==> config.mk <==
export PLATFORM = sky130hd
export DESIGN_NAME = mem_size_probe
export DESIGN_NICKNAME = d
export VERILOG_FILES = /design/src/rtl/probe_pkg.sv /design/src/rtl/probe_step_gen.sv /design/src/rtl/probe_verdict.sv /design/src/rtl/probe_result_reg.sv /design/src/rtl/mem_size_probe.sv
export SDC_FILE = /design/constraint.sdc
export NUM_CORES = 1
export LEC_CHECK = 0
export CAP_MARGIN = 25
export CORE_MARGIN = 2
export CORE_UTILIZATION = 37
export DETAILED_ROUTE_END_ITERATION = 12
export HOLD_SLACK_MARGIN = 0.03
export PLACE_DENSITY = 0.88
export SLEW_MARGIN = 10
export SYNTH_ARGS = -nofsm -noshare
export SYNTH_HDL_FRONTEND = slang
export SYNTH_SLANG_ARGS = --single-unit
==> constraint.sdc <==
create_clock -name clk -period 5.4 [get_ports clk]
set_input_delay 0.54 -clock clk [delete_from_list [all_inputs] [get_ports clk]]
set_output_delay 0.54 -clock clk [all_outputs]
set_load 0.02 [all_outputs]
==> src/rtl/probe_pkg.sv <==
package probe_pkg;

  localparam int STEP_W     = 4;
  localparam int NUM_WRITES = 6;
  localparam int NUM_STEPS  = 10;

  localparam logic [31:0] MARKER_WORD = 32'hBAD1_BAD0;
  localparam logic [31:0] PROBE_WORD  = 32'hDEAD_BEEF;

  localparam logic [5:0] CODE_BOOT = 6'h23;
  localparam logic [5:0] CODE_2M   = 6'h03;
  localparam logic [5:0] CODE_4M   = 6'h0B;
  localparam logic [5:0] CODE_16M  = 6'h1B;
  localparam logic [5:0] CODE_32M  = 6'h23;

  typedef enum logic [2:0] {
    ST_IDLE,
    ST_WAIT_RDY,
    ST_INIT,
    ST_REQ,
    ST_STEP,
    ST_FIN
  } probe_state_t;

  // internal size, the base of the expansion region
  function automatic logic [31:0] base_of(input int lg);
    return 32'd1 << lg;
  endfunction

  // address of each sequence step: steps 0..5 write, 6..9 read
  function automatic logic [31:0] probe_addr(input logic [STEP_W-1:0] step, input int lg);
    logic [31:0] b;
    b = base_of(lg);
    case (step)
      4'd0, 4'd5, 4'd6: return b;
      4'd1, 4'd7:       return b + (b >> 3);
      4'd2, 4'd8:       return b << 1;
      4'd3:             return b + 32'h200;
      4'd4, 4'd9:       return b + (b >> 2);
      default:          return b;
    endcase
  endfunction

  function automatic logic step_is_write(input logic [STEP_W-1:0] step);
    return step < STEP_W'(NUM_WRITES);
  endfunction

  function automatic logic [31:0] step_word(input logic [STEP_W-1:0] step);
    return (step == STEP_W'(NUM_WRITES - 1)) ? PROBE_WORD : MARKER_WORD;
  endfunction

  // which readback a step is (0..3)
  function automatic logic [1:0] read_slot(input logic [STEP_W-1:0] step);
    case (step)
      4'd7:    return 2'd1;
      4'd8:    return 2'd2;
      4'd9:    return 2'd3;
      default: return 2'd0;
    endcase
  endfunction

  function automatic logic [31:0] total_of(input logic [31:0] exp_bytes, input int lg);
    return base_of(lg) + exp_bytes;
  endfunction

endpackage

==> src/rtl/probe_step_gen.sv <==
module probe_step_gen
  import probe_pkg::*;
#(
  parameter int INT_LOG2 = 24,
  parameter int ADDR_W   = INT_LOG2 + 2
) (
  input  logic [STEP_W-1:0] step,
  output logic [ADDR_W-1:0] addr,
  output logic              is_write,
  output logic [31:0]       wword,
  output logic [1:0]        slot,
  output logic              last_step
);

  always_comb begin
    addr      = ADDR_W'(probe_addr(step, INT_LOG2));
    is_write  = step_is_write(step);
    wword     = is_write ? step_word(step) : 32'h0;
    slot      = read_slot(step);
    last_step = (step == STEP_W'(NUM_STEPS - 1));
  end

endmodule

==> src/rtl/probe_verdict.sv <==
module probe_verdict
  import probe_pkg::*;
#(
  parameter int INT_LOG2 = 24,
  parameter int ADDR_W   = INT_LOG2 + 2
) (
  input  logic [1:0]        slot,
  input  logic              hit,
  output logic              finish,
  output logic [ADDR_W-1:0] exp_bytes,
  output logic [5:0]        code
);

  localparam logic [31:0] BASE = 32'd1 << INT_LOG2;

  always_comb begin
    finish    = 1'b0;
    exp_bytes = '0;
    code      = CODE_BOOT;
    case (slot)
      2'd0: begin
        // no echo at the expansion base: nothing fitted
        finish = !hit;
      end
      2'd1: begin
        finish = hit;
        if (hit) begin
          exp_bytes = ADDR_W'(BASE >> 3);
          code      = CODE_2M;
        end
      end
      2'd2: begin
        finish = hit;
        if (hit) begin
          exp_bytes = ADDR_W'(BASE >> 2);
          code      = CODE_4M;
        end
      end
      default: begin
        finish = 1'b1;
        if (hit) begin
          exp_bytes = ADDR_W'(BASE);
          code      = CODE_16M;
        end else begin
          exp_bytes = ADDR_W'(BASE << 1);
          code      = CODE_32M;
        end
      end
    endcase
  end

endmodule

==> src/rtl/probe_result_reg.sv <==
module probe_result_reg
  import probe_pkg::*;
#(
  parameter int INT_LOG2 = 24,
  parameter int ADDR_W   = INT_LOG2 + 2
) (
  input  logic              clk,
  input  logic              rst_n,
  input  logic              load_init,
  input  logic              load_final,
  input  logic [ADDR_W-1:0] exp_in,
  input  logic [5:0]        code_in,
  output logic [ADDR_W-1:0] exp_size,
  output logic [ADDR_W-1:0] total_size,
  output logic [5:0]        cfg_code
);

  always_ff @(posedge clk) begin
    if (!rst_n) begin
      exp_size   <= '0;
      total_size <= '0;
      cfg_code   <= '0;
    end else if (load_init) begin
      exp_size   <= '0;
      total_size <= ADDR_W'(base_of(INT_LOG2));
      cfg_code   <= CODE_BOOT;
    end else if (load_final) begin
      exp_size   <= exp_in;
      total_size <= ADDR_W'(total_of(32'(exp_in), INT_LOG2));
      cfg_code   <= code_in;
    end
  end

endmodule

==> src/rtl/mem_size_probe.sv <==
module mem_size_probe
  import probe_pkg::*;
#(
  parameter int INT_LOG2 = 24,
  parameter int ADDR_W   = INT_LOG2 + 2
) (
  input  logic              clk,
  input  logic              rst_n,
  input  logic              start,
  input  logic              ctrl_ready,
  output logic              req_valid,
  output logic              req_write,
  output logic [ADDR_W-1:0] req_addr,
  output logic [31:0]       req_wdata,
  input  logic              mem_done,
  input  logic [31:0]       mem_rdata,
  output logic              cfg_we,
  output logic [5:0]        cfg_code,
  output logic [ADDR_W-1:0] exp_size,
  output logic [ADDR_W-1:0] total_size,
  output logic              done
);

  probe_state_t      state_q;
  logic [STEP_W-1:0] step_q;
  logic              hit_q;

  logic [ADDR_W-1:0] s_addr;
  logic              s_write;
  logic [31:0]       s_word;
  logic [1:0]        s_slot;
  logic              s_last;

  logic              v_finish;
  logic [ADDR_W-1:0] v_exp;
  logic [5:0]        v_code;

  // named internal events
  logic ev_ready_seen;
  logic ev_xfer_done;
  logic ev_verdict;
  logic ev_finish;
  logic probe_busy;

  probe_step_gen #(.INT_LOG2(INT_LOG2), .ADDR_W(ADDR_W)) u_steps (
    .step      (step_q),
    .addr      (s_addr),
    .is_write  (s_write),
    .wword     (s_word),
    .slot      (s_slot),
    .last_step (s_last)
  );

  probe_verdict #(.INT_LOG2(INT_LOG2), .ADDR_W(ADDR_W)) u_verdict (
    .slot      (s_slot),
    .hit       (hit_q),
    .finish    (v_finish),
    .exp_bytes (v_exp),
    .code      (v_code)
  );

  assign ev_ready_seen = (state_q == ST_WAIT_RDY) && ctrl_ready;
  assign ev_xfer_done  = (state_q == ST_REQ) && mem_done;
  assign ev_verdict    = (state_q == ST_STEP) && !s_write;
  assign ev_finish     = ev_verdict && (v_finish || s_last);
  assign probe_busy    = (state_q != ST_IDLE);

  always_ff @(posedge clk) begin
    if (!rst_n) begin
      state_q <= ST_IDLE;
      step_q  <= '0;
      hit_q   <= 1'b0;
    end else begin
      case (state_q)
        ST_IDLE:     if (start) state_q <= ST_WAIT_RDY;
        ST_WAIT_RDY: if (ctrl_ready) state_q <= ST_INIT;
        ST_INIT: begin
          step_q  <= '0;
          state_q <= ST_REQ;
        end
        ST_REQ: begin
          if (mem_done) begin
            hit_q   <= (mem_rdata == PROBE_WORD);
            state_q <= ST_STEP;
          end
        end
        ST_STEP: begin
          if (ev_finish) begin
            state_q <= ST_FIN;
          end else begin
            step_q  <= step_q + STEP_W'(1);
            state_q <= ST_REQ;
          end
        end
        ST_FIN:  state_q <= ST_IDLE;
        default: state_q <= ST_IDLE;
      endcase
    end
  end

  probe_result_reg #(.INT_LOG2(INT_LOG2), .ADDR_W(ADDR_W)) u_result (
    .clk        (clk),
    .rst_n      (rst_n),
    .load_init  (ev_ready_seen),
    .load_final (ev_finish),
    .exp_in     (v_exp),
    .code_in    (v_code),
    .exp_size   (exp_size),
    .total_size (total_size),
    .cfg_code   (cfg_code)
  );

  always_comb begin
    req_valid = (state_q == ST_REQ);
    req_write = s_write;
    req_addr  = s_addr;
    req_wdata = s_word;
    cfg_we    = (state_q == ST_INIT) || (state_q == ST_FIN);
    done      = (state_q == ST_FIN);
  end

endmodule

# After elaboration in Yosys (flattened, before gate mapping)
# Memories as Yosys holds them, arrays and structs flattened. A register that Yosys moved wholly into a read port is not among the register bits.
# Cells that the tools add are included.
[op_classes]
addsub = 2
multipliers = 0
div = 0
n_lt_le_gt_ge = 1
n_eq_ne = 16
n_shift = 0
n_mux = 25
n_bitwise = 1
reduce_logical = 16
[ops]
columns = ["op", "n"]
rows = [
  ["$pmux W26 S3", 1],
  ["$mux W25", 2],
  ["$eq A32 B32 Y1 const B", 1],
  ["$mux W32", 1],
  ["$mux W31", 1],
  ["$mux W6", 5],
  ["$add A25 B26 Y26 const A", 1],
  ["$mux W26", 1],
  ["$mux W23", 1],
  ["$mux W22", 1],
  ["$pmux W6 S3", 1],
  ["$pmux W3 S5", 1],
  ["$mux W3", 4],
  ["$mux W4", 3],
  ["$eq A4 B3 Y1 const B", 2],
  ["$eq A4 B4 Y1 const B", 2],
  ["$pmux W4 S2", 1],
  ["$eq A3 B2 Y1 const B", 2],
  ["$eq A3 B3 Y1 const B", 2],
  ["$ne A2 B2 Y1 const B", 3],
  ["$pmux W2 S3", 1],
  ["$add A4 B1 Y4 const B", 1],
  ["$lt A4 B3 Y1 const B", 1],
  ["$reduce_and A2 Y1", 2],
  ["14 further kinds", 20],
]
[totals]
register_bits = 66
latch_bits = 0
ram_bits = 0
mem_bits_ro = 80
in_bits = 37
n_memories = 1
[mem_list]
columns = ["name", "words", "width", "read_ports", "rd_clocked_by_memory_dff", "write_ports", "line_no", "source"]
rows = [
  ["(no name shown)", 16, 5, 1, 1, 0, "probe_pkg.sv:34", "case (step)"],
]

# Depth between registers and ports, before layout
# Gate-level depths: netlist (run 1).
[logic_depth]
depth_word = 11
ltp_mapped = 13
mapped_depth_nobuf = 12

# Cells and area by module
# Synthesis (run 1) repeated with hierarchy kept, for this count alone.
[unflattened]
cells_unflattened = 317
hier_area_um2 = 2824.0
[modules_own_cells]
columns = ["mod", "n_inst", "cells_each", "area_per_inst_um2", "seq_area_each_um2"]
rows = [
  ["probe_result_reg", 1, 136, 1430.1, 680.7],
  ["mem_size_probe", 1, 65, 550.5, 160.2],
  ["probe_step_gen", 1, 71, 521.8, 0.0],
  ["probe_verdict", 1, 45, 321.6, 0.0],
]

# Least setup slack after synthesis (run 1)
# OpenSTA, ideal clock, no wires.
[synth_path]
path_type = "reg2reg"
startpoint = "reg step_q[2]"
endpoint = "reg, netlist name u_steps.addr[21]"
setup_ns = 0.118
arrival_time_ns = 2.618
slack_ns = 2.664
path_stages_with_launch = 12
path_buffers = 1
synth_period_minus_slack_ns = 2.736
cell_sequence = "dfxtp_1 > clkbuf_1 > nor2b_1 > nand2_1 > and2_1 > ha_1 > mux2_2 > a2111oi_4 > nor2_4 > a31oi_2 > nand2_1 > nor3b_2"
[synth_between]
elab_chain_len = 11
word_cells_on_any_way = 21
cone_classes = "add/sub: 1; order compare: 1; eq/ne: 6; mux: 6; reduce/logical: 7"
[synth_rtl]
columns = ["item", "line_no", "source"]
rows = [
  ["start: declaration", "mem_size_probe.sv:25", "logic [STEP_W-1:0] step_q;"],
  ["start signal: assignment", "mem_size_probe.sv:91", "step_q <= step_q + STEP_W'(1);"],
  ["$eq A4 B4 Y1, or another cell as far along", "probe_pkg.sv:54, probe_step_gen.sv:20", ""],
  ["$pmux W2 S3", "probe_pkg.sv:54", "case (step)"],
  ["$eq A2 B1 Y1 or $eq A2 B2 Y1 (tied branches)", "probe_verdict.sv:20", "case (slot)"],
  ["$reduce_or A2 Y1 (no source line)", "-", ""],
  ["$pmux W1 S2", "probe_verdict.sv:20", ""],
  ["$logic_or A1 B1 Y1", "mem_size_probe.sv:65", "assign ev_finish = ev_verdict && (v_finish || s_last);"],
  ["$logic_and A1 B1 Y1", "mem_size_probe.sv:65", ""],
  ["$ne A2 B2 Y1 (no source line)", "-", ""],
  ["$reduce_and A2 Y1 (no source line)", "-", ""],
  ["$mux W4 (no source line) (*) (2 in a row)", "-", ""],
]
# Mark *: on every way between the ends. The rest lies on a longest branch, timed or not. The select of a mux whose other input is x is not followed.
# A chain may end at the register's enable or synchronous reset.

# Final worst setup path (run 1)
[layout_path]
startpoint = "reg step_q[1]"
endpoint = "reg, netlist name u_steps.addr[21]"
[layout_between]
elab_chain_len = 11
word_cells_on_any_way = 21
cone_classes = "add/sub: 1; order compare: 1; eq/ne: 6; mux: 6; reduce/logical: 7"
[layout_rtl]
columns = ["item", "line_no"]
rows = [
  ["$eq A4 B4 Y1, or another cell as far along", "probe_pkg.sv:54, probe_step_gen.sv:20"],
  ["$pmux W2 S3", "probe_pkg.sv:54"],
  ["$eq A2 B1 Y1 or $eq A2 B2 Y1 (tied branches)", "probe_verdict.sv:20"],
  ["$reduce_or A2 Y1 (no source line)", "-"],
  ["$pmux W1 S2", "probe_verdict.sv:20"],
  ["$logic_or A1 B1 Y1", "mem_size_probe.sv:65"],
  ["$logic_and A1 B1 Y1", "mem_size_probe.sv:65"],
  ["$ne A2 B2 Y1 (no source line)", "-"],
  ["$reduce_and A2 Y1 (no source line)", "-"],
  ["$mux W4 (no source line) (*) (2 in a row)", "-"],
]
# Marked as above.

==> impl_metrics.csv, run 1 <==
group,metric,value,unit
outcome,run_status,"finished, final reports clean",
critical_path,crit_path_start_kind,"flop",
grt,grtUsageTotal,11.7,%
cts,clock_sink_count,22,
sta,hold_violations,0,
grt,grt_pass1_wl,5890,um
yosys,ys.flop_type,"dfxtp_1",
cts,tritoncts,"yes",
cts,clk_buf_depth,2,
critical_path,worstPathRequired,5560,ps
detailed_routing,total_via_count_after_detailed_routing,1639,
detailed_routing,totalWireLength,4070,um
detailed_routing,number_of_drc_markers_in_iteration_0,96,
critical_path,path_max_fanout,7,
grt,first_global_vias,1359,
min_path,hp-start,"u_result.total_size[25]$_SDFFE_PP0P_",
yosys,ys_seq_area_share,21.0,%
sta,max_slew_margin_vs_limit,37.5,%
sta,timing.final.max_slew_violations,0,
yosys,yosysUniqueCellTypes,52,
floorplanning,dieWidth,79.3,um
critical_path,timing.setup.critical_path_class,"flop to flop",
sta,setup-violations-final,0,
layout,final_net_count,355,
cts,clkTransAtPathRegs,80,ps
sta,period_needed,3120,ps
detailed_routing,drt_pre_antenna_iters,4,
floorplanning,initial_core_util,38.3,%
cts,cts_hold_buffers,0,
cts,cts_root_buffer,"clkbuf_8",
sta,worst_slew_pin_slew,932,ps
critical_path,crit_start,"step_q[1]$_SDFFE_PN0N_",
yosys,synthArstFlopShare,0,%
layout,antenna_diode_count,0,
critical_path,r2r-start,"step_q[1]$_SDFFE_PN0N_",
layout,drive_gt1_share,6.45,%
floorplanning,top_level_ports,157,
pwr,power-per-cell-area,158,nW/um^2
cts,cts_resized,0,
sta,fin_skew,2.80,ps
floorplanning,number_of_rows_in_the_core_area,27,
cts,cts_post_setup_buffers_inserted,0,
yosys,synth_edf_count,0,
sta,timing.final.crit_share,57.8,%
detailed_routing,drc,0,
floorplanning,fp.dieH,79.3,um
run,maxCapViolations,0,
sta,total_negative_setup_slack,0,ps
grt,antenna_found_initial,0,
cts,cts.htree.levels,1,
pwr,worst_ir_drop_vdd,0.0000846,V
sta,setup_repair_after_global_routing_missed_its_margin,"no",
place,dp_hpwl,3440,um
pwr,static-leakage-power,1.09,nW
grt,largest_net_degree_at_the_start_of_global_routing,17,
cts,tritoncts.num_buffers,3,
cts,clock_insertion_delay_worst_skew,260,ps
detailed_routing,vias_per_cell,4.29,
critical_path,timing.critical_path.arrival,3280,ps
sta,fmax,320,MHz
min_path,worstHoldPathType,"flop to flop",
floorplanning,coreArea,5470,um^2
yosys,synth_seq_cells,22,
grt,grt-ovfl-total,0,
critical_path,critical_path_endpoint_category,"flop",
place,gp_congestion,0.834,
layout,syn_to_final_growth,22.9,%
yosys,mappedNetlistArea,2100,um^2
place,place.port_buffers,86,
yosys,netlist_instances,258,
pwr,design_power_total,0.406,mW
detailed_routing,routed_wire_length_per_instance,10.7,um
floorplanning,design.die.area,6280,um^2
detailed_routing,final_antenna_net_count,0,
yosys,synth.yosys.warnings,0,
yosys,post_synth.cell_area_avg,8.12,um^2
## routing by layer
metal / wire length, um / up-vias / part of all wire [%] / GRT usage (%)
met2: 2140 / 94 / 53 / 22.4
met3: 365 / 6 / 9.0 / 2.16
met4: 64 / 0 / 1.6 / 5.34
met5: 0 / - / 0 / 0
li1: - / 797 / - / -
met1: 1500 / 742 / 37 / 12.2
## worst max-delay path, stage by stage, from the launching register on
cell	delay, ps
dfxtp_1	470
inv_1	130
ha_1	270
o21ai_0	320
ha_1	310
mux2_2	310
a2111oi_4	430
nor2_4	120
a31oi_2	360
nand2_1	130
nor3b_2	170
## cell usage after synthesis (3+ instances only)
master / number / area (um^2)
nor3_1: 3 / 15.0
nand3_1: 8 / 40.0
buf_4: 101 / 758
ha_1: 7 / 87.6
a21oi_1: 11 / 55.1
nor2_1: 6 / 22.5
nand4b_1: 6 / 52.6
mux2i_1: 3 / 30.0
o21ai_0: 3 / 15.0
o21a_1: 3 / 22.5
nand2_1: 21 / 78.8
inv_1: 11 / 41.3
clkbuf_1: 4 / 15.0
dfxtp_1: 22 / 440
nor2b_1: 5 / 31.3
## where the power goes
| part | leakage [nW] | total (mW) | switching (mW) | internal, mW |
|---|---|---|---|---|
| clock network | 0.0288 | 0.117 | 0.0524 | 0.0650 |
| logic | 0.879 | 0.113 | 0.0702 | 0.0432 |
| registers | 0.178 | 0.175 | 0.00728 | 0.168 |
## per-stage QoR
stage / std cells / setup WS (ps) / util (%) / area (um^2) / hold WS [ps]
4_1_cts: 381 / 2300 / 46.9 / 2570 / 463
2_1_floorplan: 327 / 2660 / - / 2350 / 495
5_1_grt: 382 / 2040 / 47.1 / 2570 / 482
6_report: 382 / 2280 / 47.1 / 2570 / 460
3_5_place_dp: 377 / 2320 / 45.9 / 2510 / 452
3_3_place_gp: 377 / 2520 / 45.9 / 2510 / 444
## sequential cells by signal, indices dropped and copies added (netlist names)
| signal | flops |
|---|---|
| u_steps.addr | 5 |
| step_q | 4 |
| u_result.exp_size | 4 |
| state_q | 3 |
| u_result.cfg_code | 3 |
| u_result.total_size | 2 |
| hit_q | 1 |
## placed cells by master, fill, tap and decap left out, types with 2 or more instances in the layout
| cell | synthesis | routed |
|---|---|---|
| a21o_1 | 2 | 2 |
| o21a_1 | 3 | 3 |
| nor4_1 | 2 | 2 |
| clkdlybuf4s50_1 | 0 | 86 |
| o21ai_0 | 3 | 3 |
| inv_1 | 11 | 11 |
| conb_1 | 1 | 70 |
| ha_1 | 7 | 7 |
| nor2b_1 | 5 | 5 |
| nor3_1 | 3 | 3 |
| nand3_1 | 8 | 8 |
| a31oi_1 | 2 | 2 |
| clkbuf_8 | 0 | 4 |
| nand2_1 | 21 | 21 |
| o211ai_1 | 2 | 2 |
| nand4b_1 | 6 | 6 |
| a21oi_1 | 11 | 11 |
| nand4_1 | 2 | 2 |
| dfxtp_1 | 22 | 22 |
| and4_1 | 2 | 2 |
| nor2_1 | 6 | 6 |
| mux2i_1 | 3 | 3 |
| or3_2 | 2 | 2 |
## cell families after synthesis
| logic type | after synthesis | share of synthesized area, % |
|---|---|---|
| AOI/OAI and AO/OA | 33 | 11.7 |
| xor gates and xnor gates | 2 | 0.836 |
| adders and majority gates | 7 | 4.18 |
| buffers and inverters | 119 | 39.8 |
| DFF | 22 | 21.0 |
| muxes | 5 | 3.04 |
| other | 1 | 0.179 |
| and+or+nand+nor | 69 | 19.2 |
## final cells by class
type | instances | area (um^2)
well taps | 72 | 90.1
repair buffers | 87 | 868
inverters | 11 | 41.3
flip-flops and latches | 22 | 440
clock buffers | 4 | 55.1
fillers | 540 | 2900
multi-input cells | 186 | 1080
## path summary, 6_finish.rpt
kind | endpoint | slack [ps] | cells past startpoint
worst max register to register | u_steps.addr[21]$_SDFF_PP0_ | 2280 | 10
worst max-delay path | u_steps.addr[21]$_SDFF_PP0_ | 2280 | 10
worst min register to register | u_result.total_size[25]$_SDFFE_PP0P_ | 460 | 2
worst min-delay path | u_result.total_size[25]$_SDFFE_PP0P_ | 460 | 2
Note: power is estimated with default switching activity, not from simulation.
==> run 2, diff against run 1 <==
- CORE_UTILIZATION: 37 -> 35
- PLACE_DENSITY: 0.88 -> 0.84
- clock period: 5.4 -> 3.1 ns (I/O delays scaled with it)
==> run 2 against run 1 <==
Compared with the run above: power rose by 90%; cell count rose by 1.0%; register-to-register slack got worse by 2100 ps; sequential share of layout area fell by 0.26 points; clock power rose by 130%; utilization fell by 2.2 points; critical path type unchanged; critical endpoint unchanged.
==> impl_metrics.csv, run 2 (synthesized netlist as in run 1, its figures left out) <==
group,metric,value,unit
cts,clock_insertion_delay_worst_skew,270,ps
layout,layout_common_cells,"clkdlybuf4s50_1, conb_1, nand2_1, dfxtp_1",
critical_path,timing.critical_path.arrival,3140,ps
cts,clkTransAtPathRegs,80,ps
layout,multiInputGateArea,1100,um^2
grt,grt-ovfl-total,0,
critical_path,ff2ff_setup_slack,160,ps
place,postPlaceCellArea,2520,um^2
cts,clk_buf_depth,2,
critical_path,critical_path_endpoint_category,"flop",
floorplanning,number_of_rows_in_the_core_area,28,
cts,cts_hold_buffers,0,
critical_path,critPathSlowestCell,"dfxtp_1",
sta,fin_skew,5.42,ps
grt,antenna_found_initial,0,
layout,final_util,44.8,%
layout,antenna_diode_count,0,
cts,tritoncts.num_buffers,3,
detailed_routing,routed_wire_length_per_instance,10.7,um
sta,hold_violations,0,
critical_path,crit_path_start_kind,"flop",
place,dp_hpwl,3360,um
detailed_routing,vias_per_cell,4.31,
critical_path,path_max_fanout,7,
pwr,static-leakage-power,1.10,nW
grt,largest_net_degree_at_the_start_of_global_routing,17,
detailed_routing,drt_pre_antenna_iters,4,
grt,grt_pass1_wl,5980,um
run,maxCapViolations,0,
place,gp_congestion,0.775,
grt,first_global_vias,1353,
floorplanning,fp.dieH,81.4,um
cts,clock_sink_count,22,
sta,fmax,340,MHz
cts,cts_root_buffer,"clkbuf_8",
layout,mostFrequentLayoutCell,"clkdlybuf4s50_1",
critical_path,critical-path-max-stage-delay,460,ps
outcome,run_status,"finished, final reports clean",
layout,drive_gt1_share,8.04,%
critical_path,critical_path.cell_chain,"ha_2 > nand2_1 > and2_1 > ha_1 > mux2_2 > a2111oi_4 > buf_4 > o21ai_0 > a21o_1 > nand2b_1 > nor3b_2",
sta,timing.final.crit_share,94.9,%
cts,tritoncts,"yes",
layout,syn_to_final_growth,25.1,%
pwr,power-per-cell-area,295,nW/um^2
critical_path,timing.setup.critical_path_class,"flop to flop",
detailed_routing,total_via_count_after_detailed_routing,1663,
sta,max_slew_margin_vs_limit,65.7,%
detailed_routing,drc,0,
place,place.port_buffers,86,
floorplanning,dieWidth,81.4,um
sta,setup-violations-final,0,
min_path,worstHoldPathType,"flop to flop",
detailed_routing,totalWireLength,4130,um
detailed_routing,number_of_drc_markers_in_iteration_0,66,
sta,timing.final.max_slew_violations,0,
sta,period_needed,2940,ps
floorplanning,coreArea,5850,um^2
layout,final_net_count,356,
detailed_routing,final_antenna_net_count,0,
grt,grtUsageTotal,11.5,%
cts,cts.htree.levels,1,
floorplanning,initial_core_util,35.8,%
sta,worst_slew_pin_slew,514,ps
layout,layout.cell_area.non_filler,2620,um^2
layout,n_fill_cell,570,
layout,max_ffs_per_register,5,
floorplanning,top_level_ports,157,
critical_path,worstPathRequired,3290,ps
pwr,worst_ir_drop_vdd,0.000166,V
layout,seq_area,442,um^2
floorplanning,design.die.area,6620,um^2
==> run 2: power breakdown <==
group | leakage (nW) | internal (mW) | switching (mW)
Sequential | 0.179 | 0.292 | 0.0128
Clock | 0.0357 | 0.173 | 0.0976
Combinational | 0.885 | 0.0753 | 0.122
==> run 2: path summary, 6_finish.rpt <==
kind,endpoint,cells after the start,from
hold reg to reg,u_result.cfg_code[3]$_SDFFE_PP0P_,2,u_result.cfg_code[3]$_SDFFE_PP0P_
hold / removal,u_result.cfg_code[3]$_SDFFE_PP0P_,2,u_result.cfg_code[3]$_SDFFE_PP0P_
setup reg to reg,u_steps.addr[21]$_SDFF_PP0_,11,step_q[0]$_SDFFE_PN0N_
setup / recovery,u_steps.addr[21]$_SDFF_PP0_,11,step_q[0]$_SDFFE_PN0N_
==> run 2: layer usage <==
layer / part of all wire [%] / up-vias / global-route usage [%]
met1: 36 / 769 / 12.7
met3: 8.5 / 6 / 1.67
met4: 1.5 / 0 / 5.08
met5: 0 / - / 0
met2: 54 / 91 / 21.6
li1: - / 797 / -
==> run 2: final cells by class <==
cell class,count,share of cell area [%]
Clock buffer,3,1.57
Tap cell,75,3.58
Sequential cell,22,16.8
Timing Repair Buffer,88,33.4
Clock inverter,1,1.15
Inverter,11,1.57
Multi-Input combinational cell,186,41.9
==> run 2: worst max-delay path: cells and delay by family (launching register included) <==
| kind | cells | cell delay, ps |
|---|---|---|
| compound gates | 3 | 640 |
| fa+ha+maj | 2 | 590 |
| buf+inv | 1 | 190 |
| flops | 1 | 460 |
| mux | 1 | 310 |
| simple gates | 4 | 680 |
==> run 2: through the flow <==
stage               cells  setup TNS [ps]  hold WS [ps]  setup WS [ps]  power [mW]
finish                386               0           457            158       0.772
detailed placement    381               0           450           61.7       0.506
floorplan             327               0           464            364       0.511
CTS                   385               0           462           3.29       0.774
global route          386          -0.101           504         -0.101       0.806
global placement      381               0           445            222       0.504
==> run 2: repair_timing <==
item,CTS,global route
pin swaps,0,1
setup endpoints to repair,1,13
gates resized for setup,1,5
buffers inserted,0,1
